$ cat src/rtl/dmaregs_pkg.sv
package dmaregs_pkg;

   // Control port, as offset above the last data port
   typedef enum logic [2:0] {
      CTL_CMD     = 3'd0,   // write command / read status
      CTL_MODE    = 3'd1,
      CTL_MASK1   = 3'd2,
      CTL_MASKALL = 3'd3,
      CTL_UNMASK  = 3'd4,
      CTL_CLRPTR  = 3'd5,
      CTL_MCLR    = 3'd6,   // write master clear / read temporary
      CTL_SPARE   = 3'd7
   } ctl_op_e;

endpackage

$ cat src/rtl/dmaregs_ptr.sv
module dmaregs_ptr (
   input  logic clk,
   input  logic rst_n,
   input  logic step,
   input  logic clr,
   output logic ptr_o
);

   logic ptr_q;

   always_ff @(posedge clk or negedge rst_n) begin
      if (!rst_n)    ptr_q <= 1'b0;
      else if (clr)  ptr_q <= 1'b0;
      else if (step) ptr_q <= ~ptr_q;
   end

   assign ptr_o = ptr_q;


   ptr_flip_chk: assert property (@(posedge clk) disable iff (!rst_n)
      (step && !clr) |=> (ptr_q != $past(ptr_q)));


   ptr_clr_chk: assert property (@(posedge clk) disable iff (!rst_n)
      clr |=> !ptr_q);

endmodule

$ cat src/rtl/dmaregs_chan.sv
module dmaregs_chan #(
   parameter int DATA_W = 8,
   parameter int REG_W  = 16
) (
   input  logic              clk,
   input  logic              rst_n,
   input  logic              wr_addr,
   input  logic              wr_cnt,
   input  logic              hi,
   input  logic [DATA_W-1:0] wdata,
   input  logic              ld,
   input  logic [REG_W-1:0]  ld_addr,
   input  logic [REG_W-1:0]  ld_cnt,
   output logic [REG_W-1:0]  base_addr_o,
   output logic [REG_W-1:0]  base_cnt_o,
   output logic [REG_W-1:0]  cur_addr_o,
   output logic [REG_W-1:0]  cur_cnt_o
);

   logic [REG_W-1:0] base_a_q, base_c_q, cur_a_q, cur_c_q;

   always_ff @(posedge clk or negedge rst_n) begin
      if (!rst_n) begin
         base_a_q <= '0;
         base_c_q <= '0;
         cur_a_q  <= '0;
         cur_c_q  <= '0;
      end else begin
         if (ld) begin
            cur_a_q <= ld_addr;
            cur_c_q <= ld_cnt;
         end
         if (wr_addr) begin
            if (hi) begin
               base_a_q[REG_W-1:DATA_W] <= wdata;
               cur_a_q[REG_W-1:DATA_W]  <= wdata;
            end else begin
               base_a_q[DATA_W-1:0] <= wdata;
               cur_a_q[DATA_W-1:0]  <= wdata;
            end
         end
         if (wr_cnt) begin
            if (hi) begin
               base_c_q[REG_W-1:DATA_W] <= wdata;
               cur_c_q[REG_W-1:DATA_W]  <= wdata;
            end else begin
               base_c_q[DATA_W-1:0] <= wdata;
               cur_c_q[DATA_W-1:0]  <= wdata;
            end
         end
      end
   end

   assign base_addr_o = base_a_q;
   assign base_cnt_o  = base_c_q;
   assign cur_addr_o  = cur_a_q;
   assign cur_cnt_o   = cur_c_q;


   lo_load_chk: assert property (@(posedge clk) disable iff (!rst_n)
      (wr_addr && !hi) |=> (base_a_q[DATA_W-1:0] == $past(wdata)
                            && cur_a_q[DATA_W-1:0] == $past(wdata)));


   base_hold_chk: assert property (@(posedge clk) disable iff (!rst_n)
      (ld && !wr_addr && !wr_cnt) |=> ($stable(base_a_q) && $stable(base_c_q)));

endmodule

$ cat src/rtl/dmaregs_ctl.sv
module dmaregs_ctl
   import dmaregs_pkg::*;
#(
   parameter int NUM_CH   = 4,
   parameter int DATA_W   = 8,
   parameter int CH_SEL_W = 2,
   parameter int MODE_W   = 6
) (
   input  logic                     clk,
   input  logic                     rst_n,
   input  logic                     wr,
   input  ctl_op_e                  op,
   input  logic [DATA_W-1:0]        wdata,
   input  logic                     status_rd,
   input  logic [NUM_CH-1:0]        tc_i,
   input  logic                     tmp_ld,
   input  logic [DATA_W-1:0]        tmp_i,
   output logic [NUM_CH-1:0]        mask_o,
   output logic [NUM_CH*MODE_W-1:0] mode_o,
   output logic [DATA_W-1:0]        cmd_o,
   output logic [NUM_CH-1:0]        tcf_o,
   output logic [DATA_W-1:0]        tmp_o
);

   logic [CH_SEL_W-1:0] sel_ch;
   logic                sel_flag;
   logic [MODE_W-1:0]   mode_fld;
   logic do_cmd, do_mode, do_mask1, do_maskall, do_unmask, do_mclr;

   assign sel_ch     = wdata[CH_SEL_W-1:0];
   assign sel_flag   = wdata[CH_SEL_W];
   assign mode_fld   = wdata[DATA_W-1:CH_SEL_W];
   assign do_cmd     = wr && (op == CTL_CMD);
   assign do_mode    = wr && (op == CTL_MODE);
   assign do_mask1   = wr && (op == CTL_MASK1);
   assign do_maskall = wr && (op == CTL_MASKALL);
   assign do_unmask  = wr && (op == CTL_UNMASK);
   assign do_mclr    = wr && (op == CTL_MCLR);

   logic [NUM_CH-1:0] mask_q, tcf_q;
   logic [DATA_W-1:0] cmd_q, tmp_q;
   logic [MODE_W-1:0] mode_q [NUM_CH];

   always_ff @(posedge clk or negedge rst_n) begin
      if (!rst_n)                      mask_q <= '1;
      else if (do_mclr || do_maskall)  mask_q <= '1;
      else if (do_unmask)              mask_q <= '0;
      else if (do_mask1)               mask_q[sel_ch] <= sel_flag;
   end

   always_ff @(posedge clk or negedge rst_n) begin
      if (!rst_n) begin
         cmd_q <= '0;
         tcf_q <= '0;
         tmp_q <= '0;
      end else if (do_mclr) begin
         cmd_q <= '0;
         tcf_q <= '0;
         tmp_q <= '0;
      end else begin
         if (do_cmd) cmd_q <= wdata;
         tcf_q <= (status_rd ? '0 : tcf_q) | tc_i;
         if (tmp_ld) tmp_q <= tmp_i;
      end
   end

   always_ff @(posedge clk or negedge rst_n) begin
      if (!rst_n) begin
         for (int i = 0; i < NUM_CH; i++) mode_q[i] <= '0;
      end else if (do_mode) begin
         mode_q[sel_ch] <= mode_fld;
      end
   end

   for (genvar c = 0; c < NUM_CH; c++) begin : g_mode
      assign mode_o[c*MODE_W +: MODE_W] = mode_q[c];
   end

   assign mask_o = mask_q;
   assign cmd_o  = cmd_q;
   assign tcf_o  = tcf_q;
   assign tmp_o  = tmp_q;


   mclr_state_chk: assert property (@(posedge clk) disable iff (!rst_n)
      do_mclr |=> ((&mask_q) && cmd_q == '0 && tcf_q == '0 && tmp_q == '0));


   single_mask_chk: assert property (@(posedge clk) disable iff (!rst_n)
      do_mask1 |=> $onehot0(mask_q ^ $past(mask_q)));


   mask_all_chk: assert property (@(posedge clk) disable iff (!rst_n)
      do_maskall |=> (&mask_q));


   tc_sticky_chk: assert property (@(posedge clk) disable iff (!rst_n)
      ((|tc_i) && !do_mclr) |=> ((tcf_q & $past(tc_i)) == $past(tc_i)));

endmodule

$ cat src/rtl/dmaregs_top.sv
module dmaregs_top
   import dmaregs_pkg::*;
#(
   parameter  int NUM_CH   = 4,
   parameter  int DATA_W   = 8,
   parameter  int REG_W    = 16,
   localparam int CH_SEL_W = $clog2(NUM_CH),
   localparam int MODE_W   = DATA_W - CH_SEL_W,
   localparam int SEL_W    = $clog2(2*NUM_CH + 8)
) (
   input  logic                     clk,
   input  logic                     rst_n,
   input  logic                     wr_en,
   input  logic                     rd_en,
   input  logic [SEL_W-1:0]         reg_sel,
   input  logic [DATA_W-1:0]        wdata,
   output logic [DATA_W-1:0]        rdata,
   output logic [NUM_CH*REG_W-1:0]  base_addr_o,
   output logic [NUM_CH*REG_W-1:0]  base_cnt_o,
   output logic [NUM_CH*REG_W-1:0]  cur_addr_o,
   output logic [NUM_CH*REG_W-1:0]  cur_cnt_o,
   output logic [NUM_CH*MODE_W-1:0] mode_o,
   output logic [NUM_CH-1:0]        mask_o,
   output logic [DATA_W-1:0]        cmd_o,
   input  logic [NUM_CH-1:0]        cur_ld_i,
   input  logic [NUM_CH*REG_W-1:0]  cur_addr_i,
   input  logic [NUM_CH*REG_W-1:0]  cur_cnt_i,
   input  logic [NUM_CH-1:0]        tc_i,
   input  logic [NUM_CH-1:0]        req_i,
   input  logic                     tmp_ld_i,
   input  logic [DATA_W-1:0]        tmp_i
);

   // elaboration-time parameter checks
   if (REG_W != 2*DATA_W) begin : g_bad_reg_w
      $error("REG_W must be twice DATA_W");
   end
   if (NUM_CH < 2 || (1 << CH_SEL_W) != NUM_CH) begin : g_bad_num_ch
      $error("NUM_CH must be a power of two, at least 2");
   end
   if (2*NUM_CH > DATA_W || CH_SEL_W >= DATA_W) begin : g_bad_data_w
      $error("DATA_W too narrow for status or channel select");
   end

   // decode
   logic                wr, rd, is_data, is_ctl, is_cnt, ptr;
   logic [SEL_W-1:0]    ctl_off;
   logic [CH_SEL_W-1:0] dch;
   ctl_op_e             op;

   assign wr      = wr_en;
   assign rd      = rd_en && !wr_en;
   assign is_data = (reg_sel < SEL_W'(2*NUM_CH));
   assign ctl_off = reg_sel - SEL_W'(2*NUM_CH);
   assign is_ctl  = !is_data && (ctl_off < SEL_W'(8));
   assign op      = ctl_op_e'(ctl_off[2:0]);
   assign dch     = reg_sel[CH_SEL_W:1];
   assign is_cnt  = reg_sel[0];

   dmaregs_ptr u_ptr (
      .clk   (clk),
      .rst_n (rst_n),
      .step  ((wr || rd) && is_data),
      .clr   (wr && is_ctl && (op == CTL_CLRPTR || op == CTL_MCLR)),
      .ptr_o (ptr)
   );

   // channel register sets
   logic [REG_W-1:0] cur_a_w [NUM_CH];
   logic [REG_W-1:0] cur_c_w [NUM_CH];

   for (genvar c = 0; c < NUM_CH; c++) begin : g_ch
      logic hit;
      assign hit = wr && is_data && (dch == CH_SEL_W'(c));

      dmaregs_chan #(.DATA_W(DATA_W), .REG_W(REG_W)) u_chan (
         .clk         (clk),
         .rst_n       (rst_n),
         .wr_addr     (hit && !is_cnt),
         .wr_cnt      (hit && is_cnt),
         .hi          (ptr),
         .wdata       (wdata),
         .ld          (cur_ld_i[c]),
         .ld_addr     (cur_addr_i[c*REG_W +: REG_W]),
         .ld_cnt      (cur_cnt_i[c*REG_W +: REG_W]),
         .base_addr_o (base_addr_o[c*REG_W +: REG_W]),
         .base_cnt_o  (base_cnt_o[c*REG_W +: REG_W]),
         .cur_addr_o  (cur_addr_o[c*REG_W +: REG_W]),
         .cur_cnt_o   (cur_cnt_o[c*REG_W +: REG_W])
      );

      assign cur_a_w[c] = cur_addr_o[c*REG_W +: REG_W];
      assign cur_c_w[c] = cur_cnt_o[c*REG_W +: REG_W];
   end

   // control registers
   logic [NUM_CH-1:0] tcf;
   logic [DATA_W-1:0] tmp;

   dmaregs_ctl #(
      .NUM_CH(NUM_CH), .DATA_W(DATA_W), .CH_SEL_W(CH_SEL_W), .MODE_W(MODE_W)
   ) u_ctl (
      .clk       (clk),
      .rst_n     (rst_n),
      .wr        (wr && is_ctl),
      .op        (op),
      .wdata     (wdata),
      .status_rd (rd && is_ctl && op == CTL_CMD),
      .tc_i      (tc_i),
      .tmp_ld    (tmp_ld_i),
      .tmp_i     (tmp_i),
      .mask_o    (mask_o),
      .mode_o    (mode_o),
      .cmd_o     (cmd_o),
      .tcf_o     (tcf),
      .tmp_o     (tmp)
   );

   // read path
   logic [REG_W-1:0] cur_sel;

   always_comb begin
      cur_sel = is_cnt ? cur_c_w[dch] : cur_a_w[dch];
      rdata   = '0;
      if (rd) begin
         if (is_data) begin
            rdata = ptr ? cur_sel[REG_W-1:DATA_W] : cur_sel[DATA_W-1:0];
         end else if (is_ctl && op == CTL_CMD) begin
            rdata = DATA_W'({req_i, tcf});
         end else if (is_ctl && op == CTL_MCLR) begin
            rdata = tmp;
         end
      end
   end


   idle_rdata_chk: assert property (@(posedge clk) disable iff (!rst_n)
      !rd_en |-> (rdata == '0));

endmodule

$ cat config.mk
export PLATFORM = sky130hd
export DESIGN_NAME = dmaregs_top
export DESIGN_NICKNAME = d
export VERILOG_FILES = /design/src/rtl/dmaregs_pkg.sv /design/src/rtl/dmaregs_ptr.sv /design/src/rtl/dmaregs_chan.sv /design/src/rtl/dmaregs_ctl.sv /design/src/rtl/dmaregs_top.sv
export SDC_FILE = /design/constraint.sdc
export NUM_CORES = 1
export LEC_CHECK = 0
export ABC_CLOCK_PERIOD_IN_PS = 3900
export BUFFER_PORTS_ARGS = -buffer_cell sky130_fd_sc_hd__buf_2
export CORE_UTILIZATION = 40
export DETAILED_ROUTE_END_ITERATION = 10
export PLACE_DENSITY_LB_ADDON = 0.1
export REMOVE_ABC_BUFFERS = 1
export SYNTH_ARGS = -nofsm -noshare
export SYNTH_HDL_FRONTEND = slang
export SYNTH_HIERARCHICAL = 1
export SYNTH_SLANG_ARGS = --single-unit
$ cat constraint.sdc
create_clock -name clk -period 3.9 [get_ports clk]
set_input_delay 0.39 -clock clk [delete_from_list [all_inputs] [get_ports clk]]
set_output_delay 0.39 -clock clk [all_outputs]
set_load 0.05 [all_outputs]
After elaboration in Yosys (flattened, before gate mapping)

Cells that the tools add are included.

ROM bits: 0
Latch bits: 0
Memories: 0
Bits in writable memories: 0
Bits in registers: 305

Shift operators: 0
$lt $le $gt $ge: 7
Multipliers: 0
Reductions and logical operators: 58
Div/mod/pow operators: 0
Bitwise operators: 4
Equality and inequality tests: 9
Add/subtract/negate cells: 1
Multiplexer cells: 61

Operators with widths:

| cell                                                        | number |
|---|---|
| two-way mux 16 bit                                          | 21 |
| two-way mux 8 bit                                           | 25 |
| binary-select mux 16 bit (select 2 bit)                     | 2 |
| AND reduction 2 bit                                         | 16 |
| logical AND 1 bit                                           | 30 |
| bitwise mux 24 bit                                          | 1 |
| two-way mux 4 bit                                           | 5 |
| demux 6 bit (select 2 bit)                                  | 1 |
| == test 3 bit (second input constant)                       | 3 |
| less-than comparator 4 bit (second input constant)          | 2 |
| == test 3 x 2 -> 1 bit (second input constant)              | 2 |
| greater-or-equal comparator 3 bit (second input constant)   | 2 |
| two-way mux 6 bit                                           | 1 |
| NOT 2 -> 3 bit                                              | 2 |
| nonzero test 2 bit                                          | 3 |
| bitwise mux 4 bit                                           | 1 |
| == test 2 bit (second input constant)                       | 2 |
| OR 4 bit                                                    | 1 |
| subtractor 4 bit (second input constant)                    | 1 |
| == test 3 x 1 -> 1 bit (second input constant)              | 1 |
| logical NOT 1 bit                                           | 3 |
| logical NOT 3 bit                                           | 1 |
| logical OR 1 bit                                            | 3 |
| less-than comparator 2 x 3 -> 1 bit (second input constant) | 1 |
| other kinds (8)                                             | 10 |

Logic depth before layout (Yosys ltp)

Gate-level depths: netlist of run 1.

Word-level depth: 8
Depth in mapped cells: 10

Modules after synthesis

The synthesis of run 1 kept the hierarchy.

Modules (own cells, without submodules):

| module       | seq. area each (um^2) | times used | cells an instance | area an instance (um^2) |
|---|---|---|---|---|
| dmaregs_chan | 1,601.5               | 4          | 243               | 2,696.3 |
| dmaregs_ctl  | 1,206.2               | 1          | 150               | 1,998.2 |
| dmaregs_top  | 0.0                   | 1          | 136               | 1,442.6 |
| dmaregs_ptr  | 25.0                  | 1          | 3                 | 37.5 |

Least setup slack after synthesis of run 1

OpenSTA, ideal clock, no wires.

Path type: flip-flop to output port
From: reg u_ptr.ptr_q (netlist: u_ptr/ptr_o)
To: out rdata[0]
Arrival: 3.102 ns
Cell stages (with the launch flop): 5
Setup slack: 0.408 ns
Cells stage by stage: dfrtp_1 -> nor3_1 -> nand2b_1 -> o21ai_1 -> a2111oi_1

Longest elaborated chain between the ends: 3

RTL lines:

| what                   | RTL line           | source |
|---|---|---|
| start, declared        | dmaregs_ptr.sv:9   | `logic ptr_q;` |
| start signal, assigned | dmaregs_ptr.sv:14  | `else if (step) ptr_q <= ~ptr_q;` |
| two-way mux 8 bit      | dmaregs_top.sv:127 | `rdata = ptr ? cur_sel[REG_W-1:DATA_W] : cur_sel[DATA_W-1:0];` |
| two-way mux 8 bit      | dmaregs_top.sv:126 | `if (is_data) begin` |
| two-way mux 8 bit      | dmaregs_top.sv:125 | `if (rd) begin` |
| end, declared          | dmaregs_top.sv:17  | `output logic [DATA_W-1:0] rdata,` |

No other way between the ends.

Worst setup path after layout of run 1

From: in reg_sel[1]
To: out rdata[3]

Longest elaborated chain between the ends: 8
Elaborated cells between the ends (all ways): 22
Classes of those cells: add/sub: 1; order compare: 2; eq/ne: 1; mux: 12; bitwise: 1; reduce/logical: 5

RTL lines:

| what                                                    | RTL line                               | source |
|---|---|---|
| start, declared                                         | dmaregs_top.sv:15                      | `input logic [SEL_W-1:0] reg_sel,` |
| subtractor 4 bit (tied with other cells)                | dmaregs_top.sv:54                      | `assign ctl_off = reg_sel - SEL_W'(2*NUM_CH);` |
| less-than comparator 4 bit (tied with other cells)      | dmaregs_top.sv:55                      | `assign is_ctl = !is_data && (ctl_off < SEL_W'(8));` |
| logical AND 1 bit or two-way mux 16 bit (tied branches) | dmaregs_top.sv:55, dmaregs_top.sv:123  |  |
| logical AND 1 bit or two-way mux 16 bit (tied branches) | dmaregs_top.sv:130, dmaregs_top.sv:123 |  |
| two-way mux 8 bit or two-way mux 16 bit (tied branches) | dmaregs_top.sv:130, dmaregs_top.sv:123 |  |
| two-way mux 8 bit (on tied branches)                    | dmaregs_top.sv:128, dmaregs_top.sv:127 |  |
| two-way mux 8 bit (*)                                   | dmaregs_top.sv:126                     |  |
| two-way mux 8 bit (*)                                   | dmaregs_top.sv:125                     |  |

Mark *: on every way between the ends. The rest lies on a longest branch, timed or not. The select of a mux whose other input is x is not followed.

==> results of run 1 <==
[layout make-up]
type,count,area (um2),area share [%]
diodes,4,10.0,0.0559
clock buffers,54,1040,5.80
clock inverters,5,25.0,0.140
inverters,129,484,2.70
multi-input cells,744,5590,31.2
flip-flops and latches,305,7640,42.6
well taps,455,569,3.18
repair buffers,490,2560,14.3
[registers in the layout (all words and copies together), names as in the netlist]
name / cells
u_ptr/ptr_o: 1
g_ch.u_chan/cur_addr_o: 64
g_ch.u_chan/cur_cnt_o: 64
u_ctl/tcf_o: 4
u_ctl/tmp_o: 8
u_ctl/cmd_o: 8
u_ctl/mask_o: 4
g_ch.u_chan/base_cnt_o: 64
u_ctl/mode_o: 24
g_ch.u_chan/base_addr_o: 64
[power by group through the flow]
stage | sequential, mW | combinational, mW | clock [mW]
3_5_place_dp | 4.79 | 6.25 | 0
5_1_grt | 4.85 | 6.55 | 3.31
4_1_cts | 4.76 | 6.27 | 3.20
3_3_place_gp | 4.80 | 6.21 | 0
2_1_floorplan | 7.93 | 1.17 | 0
6_report | 4.76 | 6.24 | 3.13
[worst paths after layout]
path / end / slack [ns] / startpoint / cells past startpoint
max reg2reg: g_ch[2].u_chan/cur_cnt_o[1] / 1.88 / u_ptr/ptr_o / 3
min in group asynchronous: g_ch[1].u_chan/cur_addr_o[4] / 0.55 / rst_n / 2
max in group asynchronous: g_ch[2].u_chan/cur_cnt_o[0] / 2.42 / rst_n / 3
max: rdata[3] / 0.90 / reg_sel[1] / 6
min reg2reg: u_ctl/mode_o[14] / 0.50 / u_ctl/mode_o[14] / 1
min: u_ctl/tcf_o[3] / 0.13 / tc_i[3] / 3
[cell usage in the layout (no fill, tap or decap), types with 10 or more instances in the layout]
cell | netlist | final
buf_2 | 20 | 462
dfrtp_1 | 301 | 300
o21ai_1 | 262 | 262
mux2i_1 | 153 | 153
inv_1 | 129 | 129
nand3_1 | 67 | 67
nand3b_1 | 66 | 66
clkbuf_16 | 0 | 37
mux2_2 | 25 | 25
buf_4 | 29 | 24
nor2_1 | 27 | 21
mux4_2 | 18 | 18
nand2b_1 | 12 | 12
clkbuf_1 | 18 | 12
nor2_2 | 5 | 11
mux4_1 | 10 | 10
a21oi_1 | 10 | 10
[metal layers]
layer | GRT usage (%) | vias to the layer above | wire [um]
li1 | - | 5368 | -
met1 | 37.6 | 5927 | 22000
met2 | 46.3 | 460 | 25200
met3 | 6.15 | 113 | 3760
met4 | 12.0 | 4 | 2000
met5 | 0 | - | 20
[worst reg2reg max path, delay by kind of cell (launching register included)]
family	cells	cell delay (ns)
AO/OA/AOI/OAI	1	0.17
buffers and inverters	1	0.37
flip-flops	1	0.54
AND/OR/NAND/NOR	1	0.79
[per-stage QoR]
stage	hold WS (ns)	setup WS, ns	area, um2	total power, mW
final	0.135	0.899	17900	14.1
after global routing	0.128	0.805	17900	14.7
after CTS	0.117	0.956	17900	14.2
after detailed placement	0.487	0.958	16800	11.0
after global placement	0.486	0.992	16800	11.0
after floorplan	0.0944	-1.04	13700	9.10
[kinds of logic (layout without fill, tap and decap cells)]
logic type      count (synthesis)  count (layout)
mux                           206             206
compound gates                313             313
xor+xnor                        1               1
other cells                     0               4
simple gates                  224             224
flops                         305             305
buf+inv                       212             678
[repair_timing]
action | in CTS | in global routing
hold buffers | 1 | 0
endpoints found under the setup margin | 0 | 0
endpoints found under the hold margin | 36 | 0
resized for setup | 0 | 0
==> flow_summary.toml, run 1 <==
[outcome]
status = "finished clean"

[timing]
post-route-period-util_pct = 77.0
worst_pin_slew_ns = 0.873
clock.fmax_ghz = 0.333
finalSetupTns_ns = 0
setup_viol = 0
skew_ns = 0.0103
worst_slew_margin_rel_pct = 41.5
fin_crit_ns = 3.00
slew_viol_final = 0
hold_violations = 0
rsz0062_at_grt = "no"

[detailed_routing]
via_per_inst = 5.43
vias = 11872
drt-initial-drc-count = 791
wl_per_cell_um = 24.2
drt_wl_total_um = 53000
postRouteAntennaNets = 0
drc = 0
dr.pass1.iters = 5

[final_layout]
final_cells = 2186
fin_nets = 1871
fillers = 3243
drive_above_1_share_pct = 36.2
area_growth_pct = 25.6
fin_util_pct = 51.5

[yosys]
yosysMostFrequentCell = "dfrtp_1"
synthMuxAreaShare_pct = 17.4
synth_area_leaders = "dfrtp_1 (53%), mux2i_1 (11%), o21ai_1 (9.2%)"
syn_area_per_cell_um2 = 11.3
synth_xor_area_share_pct = 0.0614
ys_seq_elements = 305
synth_edf_count = 0
netlist_instances = 1261
synth_top_family_by_area = "multiplexers"
async_flop_share_pct = 100
synthAdderAreaFrac_pct = 0
ys_seq_area_share_pct = 53.5
synth_area_mm2 = 0.0143
ys_types = 49
synth_compound_area_share_pct = 11.8
synth_common_cells = "dfrtp_1 (301), o21ai_1 (262), mux2i_1 (153)"
yosys.area_share.simple_pct = 9.74
synth-main-ff-cell = "dfrtp_1"
synth_top_area_share_pct = 52.8
synth_area_leader_cell = "dfrtp_1"
ys_warn_count = 6

[place]
dpl.hpwl_um = 37400
port_buffers = 464
gp_congestion = 0.884
placed_cells = 2122

[worst_setup_path]
crit_path_max_fanout = 30
worstSetupEndpointType = "primary output"
path_cells = "buf_4 > and2_0 > a22oi_1 > o21a_1 > a2111oi_1 > buf_2"
worstSetupPathType = "input port to primary output"
critPathTopFamily = "buffers and inverters"
slowest_stage = "buf_4"
critPathBufInv = 2
worstPathArrival_ns = 2.61
required_ns = 3.51
slowest_delay_ns = 0.49
start_kind = "input port"

[die]
die_area_mm2 = 0.0364
die_width_um = 191
coreArea_mm2 = 0.0348
rows = 68
ios = 465
die_h_um = 191
start_util_pct = 41.0

[clock_network]
cts_tree = "done"
clkSlewWorstSetupHoldPaths_ns = 0.05
clock_sinks = 305
clock_latency_ns = 0.51
cts_setup_buffers = 0
cts_root_buf = "clkbuf_16"
ctsHtreeMaxLevel = 2
cts_buffers = 36
clockBufferDepth = 3

[power]
cellPowerDensity_mw_per_mm2 = 788
netSwitchingPower_mw = 6.77
max-vdd-ir-drop_mv = 0.560
p_int_mw = 7.35
seqPwrFrac_pct = 33.7
leakage_nw = 8.86
combinationalPowerShare_pct = 44.2
p_sw_share_pct = 47.9
clkPwrFrac_pct = 22.1

[global_route]
grt.total_usage_pct = 28.8
overflow = 0
grt_pass1_wl_um = 76400
grt_pass1_vias = 12036
antenna_found_initial = 7
grt_max_degree = 107

[job]
max_cap_violations = 0

[worst_hold_path]
hp-class = "input port to flop"
No activity file was read; power rests on OpenSTA's default activity.
==> inputs of run 2 (changes only) <==
ABC_CLOCK_PERIOD_IN_PS = 2600   (was 3900)
clock period = 2.6 ns   (was 3.9 ns; I/O delays follow)
==> run 2 against run 1 <==
Clock-buffer cell count is the same. Worst hold slack got worse by 0.13 ns. Total power is 56% higher. Combinational power rose by 52%. Die area did not move. Clock power rose by 71%. Utilization rose by 2.1 points. Via count grew 1.5%. Sequential cell count did not move. Critical path depth decreased by 2. Critical path type is now flop to primary output. Critical endpoint is now rdata[7].
==> flow_summary.toml, run 2 (synthesis gave the netlist of run 1 again) <==
[detailed_routing]
wl_per_cell_um = 24.3
vias = 12046
via_per_inst = 5.39
dr_wl_met3_um = 3680
top_layer = "met5"
wl_met1_um = 22800
wl_met2_um = 26100
drc = 0
postRouteAntennaNets = 0
drt_wl_total_um = 54300
dr.pass1.iters = 5
drt-initial-drc-count = 749

[timing]
hold_ws_ns = 0.00895
setup_slack_ns = 0.0141
rsz0062_at_grt = "yes"
worst_slew_margin_rel_pct = 53.2
slew_viol_final = 0
finalSetupTns_ns = 0
post-route-period-util_pct = 99.5
fin_crit_ns = 2.59
clock.fmax_ghz = 0.387
worst_pin_slew_ns = 0.702
skew_ns = 0.00768
hold_violations = 0
setup_viol = 0

[global_route]
grt.total_usage_pct = 29.6
grt_max_degree = 145
overflow = 0
grt_pass1_wl_um = 79200
grt_pass1_vias = 12270
antenna_found_initial = 4

[die]
ios = 465
start_util_pct = 41.0
die_width_um = 191
coreArea_mm2 = 0.0348
die_h_um = 191
rows = 68
die_area_mm2 = 0.0364

[power]
leakage_nw = 9.20
cellPowerDensity_mw_per_mm2 = 1180
max-vdd-ir-drop_mv = 0.750

[worst_setup_path]
r2r-end = "g_ch[1].u_chan/cur_addr_o[9]"
worstPathArrival_ns = 2.33
critPathBufInv = 1
worstSetupEndpointType = "primary output"
worstSetupPathType = "flop to primary output"
reg2reg_slack_ns = 0.79
crit_path_max_fanout = 3
critPathTopFamily = "compound AO/OA/AOI/OAI gates"
rr_worst_depth = 3
slowest_stage = "mux4_2"
r2r_start = "u_ptr/ptr_o"
path_cells = "mux4_2 > o21ai_0 > a2111oi_2 > buf_4"
start_kind = "flop"
required_ns = 2.34
slowest_delay_ns = 0.52

[clock_network]
clockBufferDepth = 3
cts_buffers = 37
cts_setup_buffers = 0
clock_sinks = 305
cts_root_buf = "clkbuf_16"
cts_tree = "done"
clkSlewWorstSetupHoldPaths_ns = 0.06
clock_latency_ns = 0.51
ctsHtreeMaxLevel = 2

[worst_hold_path]
whs_path_depth = 3
hp-class = "input port to flop"
hp-start = "tmp_i[3]"
holdPathEnd = "u_ctl/tmp_o[3]"

[final_layout]
fin_util_pct = 53.6
mostFrequentLayoutCell = "buf_2"
finalInstanceArea_mm2 = 0.0187
layout_common_cells = "buf_2 (454), dfrtp_1 (300), o21ai_1 (261), mux2i_1 (153), inv_1 (129)"
drive_above_1_share_pct = 38.1
area_growth_pct = 30.9
fin_nets = 1911

[job]
max_cap_violations = 0

[place]
gp_congestion = 0.881
place_ws_ns = -0.167
dpl.hpwl_um = 38900
port_buffers = 464
dpl_cell_area_mm2 = 0.0172

[outcome]
status = "finished clean"
[run 2: repair_timing]
action                                  in CTS  in global routing
hold buffers                                 8                  0
endpoints found under the hold margin       66                  0
endpoints found under the setup margin       7                  7
resized for setup                            9                  9
pin swaps                                    0                  2
[run 2: worst max path at each step]
stage | from | endpoint | slack [ns] | depth (start not counted)
2_1_floorplan | u_ptr/ptr_o | rdata[0] | -2.21 | 4
3_3_place_gp | reg_sel[1] | rdata[6] | -0.16 | 6
3_5_place_dp | reg_sel[2] | rdata[6] | -0.17 | 7
4_1_cts | g_ch[1].u_chan/cur_addr_o[3] | rdata[3] | 0.001 | 5
5_1_grt | u_ptr/ptr_o | rdata[2] | -0.02 | 6
6_report | g_ch[3].u_chan/cur_cnt_o[7] | rdata[7] | 0.01 | 4
[run 2: power breakdown]
group          internal, mW  total, mW  leakage, nW  switching (mW)
clock network          3.29       5.35        0.614            2.06
logic                  2.24       9.51         5.04            7.27
registers              6.14       7.10         3.55           0.968
[run 2: cell type report]
cell class                      instances  area [um2]
Clock buffer                           54        1080
Sequential cell                       305        7640
Multi-Input combinational cell        744        5660
Inverter                              129         484
Timing Repair Buffer                  529        3050
Clock inverter                         12         170
Tap cell                              455         569
Antenna cell                            5        12.5
Fill cell                            3244       16100
[run 2: worst register-to-register path, delay by kind of cell (launching register included)]
family / cells / cell delay, ns
simple gates: 1 / 0.56
buf+inv: 1 / 0.52
flops: 1 / 0.46
compound gates: 1 / 0.14
[run 2: per-layer routing]
| metal | track usage, % | vias to the layer above |
|---|---|---|
| li1 | - | 5441 |
| met2 | 48.8 | 480 |
| met5 | 0 | - |
| met1 | 39.6 | 6037 |
| met4 | 9.69 | 2 |
| met3 | 5.01 | 86 |
[run 2: through the flow]
stage	power, mW	instances
after floorplan	13.6	1178
after global placement	16.6	2154
after detailed placement	16.6	2154
after CTS	22.1	2228
after global routing	22.8	2230
final	22.0	2233
